### src/rtl/rewind_fifo_pkg.sv
package rewind_fifo_pkg;
  localparam int WORD_W = 9;
  typedef logic [WORD_W-1:0] word_t;
  // strobe index inside the edge detector vector
  localparam int EDGE_WR = 0;
  localparam int EDGE_RD = 1;
  localparam int EDGE_XI = 2;
  localparam int EDGE_N  = 3;
endpackage

### src/rtl/rwf_reset_sync.sv
module rwf_reset_sync (
  input  logic clk,
  input  logic arst_n,
  output logic srst_n
);
  logic [1:0] stage_q;

  always_ff @(posedge clk or negedge arst_n) begin
    if (!arst_n) begin
      stage_q <= 2'b00;
    end else begin
      stage_q <= {stage_q[0], 1'b1};
    end
  end

  assign srst_n = stage_q[1];
endmodule

### src/rtl/rwf_strobe_edge.sv
module rwf_strobe_edge #(
  parameter int N = 3
) (
  input  logic         clk,
  input  logic         rst_n,
  input  logic [N-1:0] lvl_n,
  output logic [N-1:0] fall
);
  logic [N-1:0] prev_q;

  for (genvar i = 0; i < N; i++) begin : g_bit
    logic prev_d;
    assign prev_d  = lvl_n[i];
    assign fall[i] = prev_q[i] & ~lvl_n[i];
    always_ff @(posedge clk or negedge rst_n) begin
      if (!rst_n) begin
        prev_q[i] <= 1'b1;
      end else begin
        prev_q[i] <= prev_d;
      end
    end
  end
endmodule

### src/rtl/rwf_ptr_ctrl.sv
module rwf_ptr_ctrl #(
  parameter int DEPTH = 16,
  localparam int AW = (DEPTH > 1) ? $clog2(DEPTH) : 1,
  localparam int CW = $clog2(DEPTH + 1)
) (
  input  logic          clk,
  input  logic          rst_n,
  input  logic          wr_go,
  input  logic          rd_go,
  input  logic          rewind,
  output logic          wr_en,
  output logic          rd_en,
  output logic [AW-1:0] wr_ptr,
  output logic [AW-1:0] rd_ptr,
  output logic [CW-1:0] cnt,
  output logic          empty,
  output logic          full,
  output logic          half,
  output logic          wr_wrap,
  output logic          rd_wrap
);
  localparam logic [AW-1:0] LAST   = AW'(DEPTH - 1);
  localparam logic [CW-1:0] CAP    = CW'(DEPTH);
  localparam logic [CW-1:0] HALF_T = CW'(DEPTH / 2);

  logic [AW-1:0] wr_ptr_d, rd_ptr_d;
  logic [CW-1:0] cnt_d;
  logic          ptr_ce;

  assign empty   = (cnt == '0);
  assign full    = (cnt == CAP);
  assign half    = (cnt > HALF_T);
  assign wr_en   = wr_go & ~full;
  assign rd_en   = rd_go & ~empty;
  assign wr_wrap = wr_en & (wr_ptr == LAST);
  assign rd_wrap = rd_en & (rd_ptr == LAST);
  assign ptr_ce  = wr_en | rd_en | rewind;

  always_comb begin
    wr_ptr_d = wr_ptr;
    rd_ptr_d = rd_ptr;
    cnt_d    = cnt;
    if (wr_en) begin
      wr_ptr_d = wr_wrap ? '0 : wr_ptr + 1'b1;
    end
    if (rd_en) begin
      rd_ptr_d = rd_wrap ? '0 : rd_ptr + 1'b1;
    end
    unique case ({wr_en, rd_en})
      2'b10:   cnt_d = cnt + 1'b1;
      2'b01:   cnt_d = cnt - 1'b1;
      default: cnt_d = cnt;
    endcase
    if (rewind) begin
      rd_ptr_d = '0;
      cnt_d    = CW'(wr_ptr);
    end
  end

  always_ff @(posedge clk or negedge rst_n) begin
    if (!rst_n) begin
      wr_ptr <= '0;
      rd_ptr <= '0;
      cnt    <= '0;
    end else if (ptr_ce) begin
      wr_ptr <= wr_ptr_d;
      rd_ptr <= rd_ptr_d;
      cnt    <= cnt_d;
    end
  end
endmodule

### src/rtl/rwf_store.sv
module rwf_store
  import rewind_fifo_pkg::*;
#(
  parameter int DEPTH = 16,
  localparam int AW = (DEPTH > 1) ? $clog2(DEPTH) : 1
) (
  input  logic          clk,
  input  logic          rst_n,
  input  logic          wr_en,
  input  logic [AW-1:0] wr_addr,
  input  word_t         wr_data,
  input  logic          rd_en,
  input  logic [AW-1:0] rd_addr,
  output word_t         rd_data
);
  word_t mem [DEPTH];
  word_t rd_data_d;

  always_ff @(posedge clk) begin
    if (wr_en) begin
      mem[wr_addr] <= wr_data;
    end
  end

  assign rd_data_d = mem[rd_addr];

  always_ff @(posedge clk or negedge rst_n) begin
    if (!rst_n) begin
      rd_data <= '0;
    end else if (rd_en) begin
      rd_data <= rd_data_d;
    end
  end
endmodule

### src/rtl/rwf_token.sv
module rwf_token (
  input  logic clk,
  input  logic rst_n,
  input  logic cascade,
  input  logic first_load,
  input  logic xi_rise,
  input  logic has_data,
  input  logic wr_wrap,
  input  logic rd_wrap,
  output logic wr_ok,
  output logic rd_ok,
  output logic xo
);
  logic wtok_q, rtok_q, loaded_q, xo_q;
  logic wtok_d, rtok_d, xo_d;

  always_comb begin
    wtok_d = wtok_q;
    rtok_d = rtok_q;
    if (!loaded_q) begin
      wtok_d = first_load;
      rtok_d = first_load;
    end else begin
      if (wr_wrap) wtok_d = 1'b0;
      if (rd_wrap) rtok_d = 1'b0;
      if (xi_rise) begin
        if (has_data && !rtok_q) begin
          rtok_d = 1'b1;
        end else if (!wtok_q) begin
          wtok_d = 1'b1;
        end
      end
    end
    xo_d = cascade & (wr_wrap | rd_wrap);
  end

  always_ff @(posedge clk or negedge rst_n) begin
    if (!rst_n) begin
      wtok_q   <= 1'b0;
      rtok_q   <= 1'b0;
      loaded_q <= 1'b0;
      xo_q     <= 1'b0;
    end else begin
      wtok_q   <= wtok_d;
      rtok_q   <= rtok_d;
      loaded_q <= 1'b1;
      xo_q     <= xo_d;
    end
  end

  assign wr_ok = ~cascade | (loaded_q & wtok_q);
  assign rd_ok = ~cascade | (loaded_q & rtok_q);
  assign xo    = xo_q;
endmodule

### src/rtl/rewind_fifo.sv
module rewind_fifo
  import rewind_fifo_pkg::*;
#(
  parameter int DEPTH = 16
) (
  input  logic              clk,
  input  logic              rst_n,
  input  logic              cascade,
  input  logic              first_load,
  input  logic              wr_n,
  input  logic              rd_n,
  input  logic              rt_n,
  input  logic              xi,
  input  logic [WORD_W-1:0] din,
  output logic [WORD_W-1:0] dout,
  output logic              dout_en,
  output logic              empty,
  output logic              full,
  output logic              hf_xo
);
  localparam int AW = (DEPTH > 1) ? $clog2(DEPTH) : 1;
  localparam int CW = $clog2(DEPTH + 1);

  logic              srst_n;
  logic [EDGE_N-1:0] lvl_n, fall;
  logic              wr_ok, rd_ok, wr_en, rd_en, rewind;
  logic              half, wr_wrap, rd_wrap, xo;
  logic [AW-1:0]     wr_ptr, rd_ptr;
  logic [CW-1:0]     cnt;

  rwf_reset_sync u_rst (
    .clk    (clk),
    .arst_n (rst_n),
    .srst_n (srst_n)
  );

  always_comb begin
    lvl_n          = '1;
    lvl_n[EDGE_WR] = wr_n;
    lvl_n[EDGE_RD] = rd_n;
    lvl_n[EDGE_XI] = ~xi;
  end

  rwf_strobe_edge #(.N(EDGE_N)) u_edge (
    .clk   (clk),
    .rst_n (srst_n),
    .lvl_n (lvl_n),
    .fall  (fall)
  );

  assign rewind = ~cascade & ~rt_n & wr_n & rd_n;

  rwf_ptr_ctrl #(.DEPTH(DEPTH)) u_ctrl (
    .clk     (clk),
    .rst_n   (srst_n),
    .wr_go   (fall[EDGE_WR] & wr_ok),
    .rd_go   (fall[EDGE_RD] & rd_ok),
    .rewind  (rewind),
    .wr_en   (wr_en),
    .rd_en   (rd_en),
    .wr_ptr  (wr_ptr),
    .rd_ptr  (rd_ptr),
    .cnt     (cnt),
    .empty   (empty),
    .full    (full),
    .half    (half),
    .wr_wrap (wr_wrap),
    .rd_wrap (rd_wrap)
  );

  rwf_store #(.DEPTH(DEPTH)) u_store (
    .clk     (clk),
    .rst_n   (srst_n),
    .wr_en   (wr_en),
    .wr_addr (wr_ptr),
    .wr_data (din),
    .rd_en   (rd_en),
    .rd_addr (rd_ptr),
    .rd_data (dout)
  );

  rwf_token u_tok (
    .clk        (clk),
    .rst_n      (srst_n),
    .cascade    (cascade),
    .first_load (first_load),
    .xi_rise    (fall[EDGE_XI]),
    .has_data   (~empty),
    .wr_wrap    (wr_wrap),
    .rd_wrap    (rd_wrap),
    .wr_ok      (wr_ok),
    .rd_ok      (rd_ok),
    .xo         (xo)
  );

  assign hf_xo   = cascade ? xo : half;
  assign dout_en = ~rd_n;
endmodule

### config.mk
export PLATFORM = sky130hd
export DESIGN_NAME = rewind_fifo
export DESIGN_NICKNAME = d
export VERILOG_FILES = /design/src/rtl/rewind_fifo_pkg.sv /design/src/rtl/rwf_reset_sync.sv /design/src/rtl/rwf_strobe_edge.sv /design/src/rtl/rwf_ptr_ctrl.sv /design/src/rtl/rwf_store.sv /design/src/rtl/rwf_token.sv /design/src/rtl/rewind_fifo.sv
export SDC_FILE = /design/constraint.sdc
export NUM_CORES = 1
export LEC_CHECK = 0
export BUFFER_PORTS_ARGS = -buffer_cell sky130_fd_sc_hd__buf_2
export CORE_MARGIN = 2
export CORE_UTILIZATION = 45
export CTS_BUF_LIST = sky130_fd_sc_hd__clkbuf_16
export DETAILED_ROUTE_END_ITERATION = 10
export SETUP_SLACK_MARGIN = 0.1
export SYNTH_ARGS = -nofsm -noshare
export SYNTH_HDL_FRONTEND = slang
export SYNTH_SLANG_ARGS = --single-unit
export TNS_END_PERCENT = 1
### constraint.sdc
create_clock -name clk -period 3.6 [get_ports clk]
set_input_delay 0.72 -clock clk [delete_from_list [all_inputs] [get_ports clk]]
set_output_delay 0.72 -clock clk [all_outputs]
set_load 0.02 [all_outputs]
==> results.ini <==
[setup_path]
crit_fanout=5
r2r-end=u_ctrl.cnt[4]$_DFFE_PN0P_
crit_buf_inv=0
critPathMaxStageDelay_ns=0.55
cp.arrival_ns=2.97
crit_cells=9
critical_path_class=register to register
reg2reg_from=u_ctrl.cnt[1]$_DFFE_PN0P_
end_kind=register
crit_path_end=u_ctrl.cnt[4]$_DFFE_PN0P_
startpoint_type=register
path_delay_family=simple AND/OR/NAND/NOR gates
cp_common_cell=a21o_1
r2r_setup_slack_ns=0.91
required_ns=3.88
crit_start=u_ctrl.cnt[1]$_DFFE_PN0P_
slowest_stage=nor4_4
ff2ff_path_depth=9
path_cells=nor4_4, a221oi_4, nor2_1, ha_1, a21o_1, a21o_1, and3_1, nor3_1, a31oi_1

[cts]
cts_setup_buffers=0
cts-root-buf=clkbuf_16
clkTransAtPathRegs_ns=0.06
worstSkewPairLatency_ns=0.42
holdBufCountCts=0
clock_sinks=175
cts_buffers=17
cts_tree=done
cts_buffer_depth=2
post_cts_resized=0
htreeDepth=4

[hold_path]
min_path_type=input port to async pin

[routing]
drtPass1Iterations=4
drc=0
wl_per_cell_um=21.6
viasPerCell=5.44
drtAntennaViolNets=0
dr_total_vias=3512
drt-initial-drc-count=259
wirelength_mm=13.9

[yosys]
synth-edff-count=144
synth_seq_cells=175
synthFlopType=edfxtp_1
yosysUniqueCellTypes=40
seq_area_frac_synth_pct=72.2
syn-mean-instance-area_um2=18.6
synth-async-reset-ratio_pct=17.7
mappedNetlistArea_um2=7070
yosysWarningCount=0
postSynthCellCount=381

[sta]
min_period_ns=2.69
rsz0062_at_grt=no
skew_ns=0.00680
worst_pin_slew_ns=0.952
final_max_slew_viol_count=0
setup_tns_ns=0
finalHoldViolCount=0
fin_crit_sh_pct=74.7
setup_violations=0
timing.fmax_ghz=0.372
max_slew_margin_pct=36.5

[power]
p_leak_nw=2.77
peakVddDrop_v=0.000351
power.density_cell_area_nw_per_um2=686

[final_layout]
area_delta_synth_final_pct=14.2
antenna-diode-count=0
drive_gt1_share_pct=26.0
final_nets=448
stdcell_area_um2=8070
fillers=1227

[grt]
grt_pass1_wl_mm=21.4
antenna_found_initial=0
grt_pass1_vias=3699
grt.total_usage_pct=18.1
grt_overflow=0
grt_max_degree=41

[floorplanning]
rows=45
core_um2=15300
die_h_um=129
pin_count=30
start_util_pct=46.3
die_x_um=129
die_area_um2=16700

[placed_design]
post_dp_cell_area_um2=7480
post-dp-hpwl_mm=8.83
gp_congestion=0.769
portBuffers=29

[status]
outcome=finished clean

[flow_run]
drv_cap=0

layer usage:
layer  share of wire (%)  track usage, %  up-vias
met2                  49            28.8       66
met3                 3.2            3.72       14
li1                    -               -     1594
met4                 1.2            7.23        0
met1                  47            24.8     1838
met5                   0               0        -
layout make-up:
type | instances | area, µm² | area share [%]
sequential | 175 | 5100 | 63.2
multi-input combinational | 180 | 1860 | 23.0
clock buffer | 17 | 425 | 5.27
tap | 211 | 264 | 3.27
timing repair buffer | 38 | 213 | 2.63
clock inverter | 15 | 168 | 2.08
inverter | 10 | 37.5 | 0.465
cells in the final DEF (no fill, tap or decap), drive strengths merged, types with 10 or more instances in the layout:
cell type	n
clkbuf	17
edfxtp	144
and2	17
nor2	10
inv	14
mux2i	18
nand2	23
buf	38
dfrtp	28
mux4	36
Yosys cell counts (3+ instances only):
cell,number,area share (%)
a21o_1,3,0.32
a21oi_1,8,0.57
a221o_1,3,0.42
a31oi_1,3,0.27
and2_1,16,1.4
and3_1,4,0.35
buf_2,8,0.57
clkbuf_1,7,0.37
dfrtp_1,28,9.9
dfstp_2,3,1.1
edfxtp_1,144,61
ha_1,8,1.4
inv_1,9,0.48
mux2i_1,18,2.5
mux4_2,36,11
nand2_1,23,1.2
nand2b_1,3,0.27
nor2_1,10,0.53
nor3_1,3,0.21
o21ai_0,8,0.57
o221ai_1,9,1.1
flip-flops by register name, summed over array words and instances, names as in the netlist:
| register | count |
|---|---|
| u_store.mem | 144 |
| u_store.rd_data | 9 |
| u_ctrl.cnt | 5 |
| u_ctrl.rd_ptr | 4 |
| u_ctrl.wr_ptr | 4 |
| u_edge.prev_q | 3 |
| u_rst.stage_q | 2 |
| u_tok.loaded_q | 1 |
| u_tok.rtok_q | 1 |
| u_tok.wtok_q | 1 |
| u_tok.xo | 1 |
worst min-delay path by stage:
stage	to	slack, ns	cells past startpoint
2_1_floorplan	u_rst.stage_q[1]$_DFF_PN0_	0.33	0
3_3_place_gp	u_ctrl.cnt[1]$_DFFE_PN0P_	0.28	1
3_5_place_dp	u_ctrl.cnt[0]$_DFFE_PN0P_	0.28	1
4_1_cts	u_rst.stage_q[1]$_DFF_PN0_	0.06	1
5_1_grt	u_rst.stage_q[0]$_DFF_PN0_	0.06	1
6_report	u_rst.stage_q[1]$_DFF_PN0_	0.08	1
where the power goes:
part / switching, mW / internal, mW / leakage [nW]
registers: 0.180 / 2.36 / 1.67
logic: 0.627 / 0.549 / 0.815
clock network: 0.741 / 1.09 / 0.284
metrics by stage:
step	std cells	util [%]	power (mW)	hold slack (ns)	worst slack, ns
2_1_floorplan	382	-	3.39	0.331	0.674
4_1_cts	646	52.9	5.60	0.0578	0.871
3_5_place_dp	614	49.0	3.77	0.282	0.741
6_report	646	52.9	5.54	0.0783	0.910
3_3_place_gp	614	49.0	3.75	0.283	0.810
5_1_grt	646	52.9	5.79	0.0612	0.732
cell families (layout without fill, tap and decap cells):
| kind of cell | count (synthesis) | after routing | synth area share [%] |
|---|---|---|---|
| DFF | 175 | 175 | 72.2 |
| and+or+nand+nor | 70 | 70 | 5.34 |
| muxes | 54 | 54 | 14.0 |
| AOI/OAI and AO/OA | 40 | 40 | 4.42 |
| buffers and inverters | 27 | 80 | 1.57 |
| adders and majority gates | 9 | 9 | 1.70 |
| xor gates and xnor gates | 5 | 5 | 0.726 |
| other | 1 | 2 | 0.0530 |
Power figures use the tool's default switching activity.
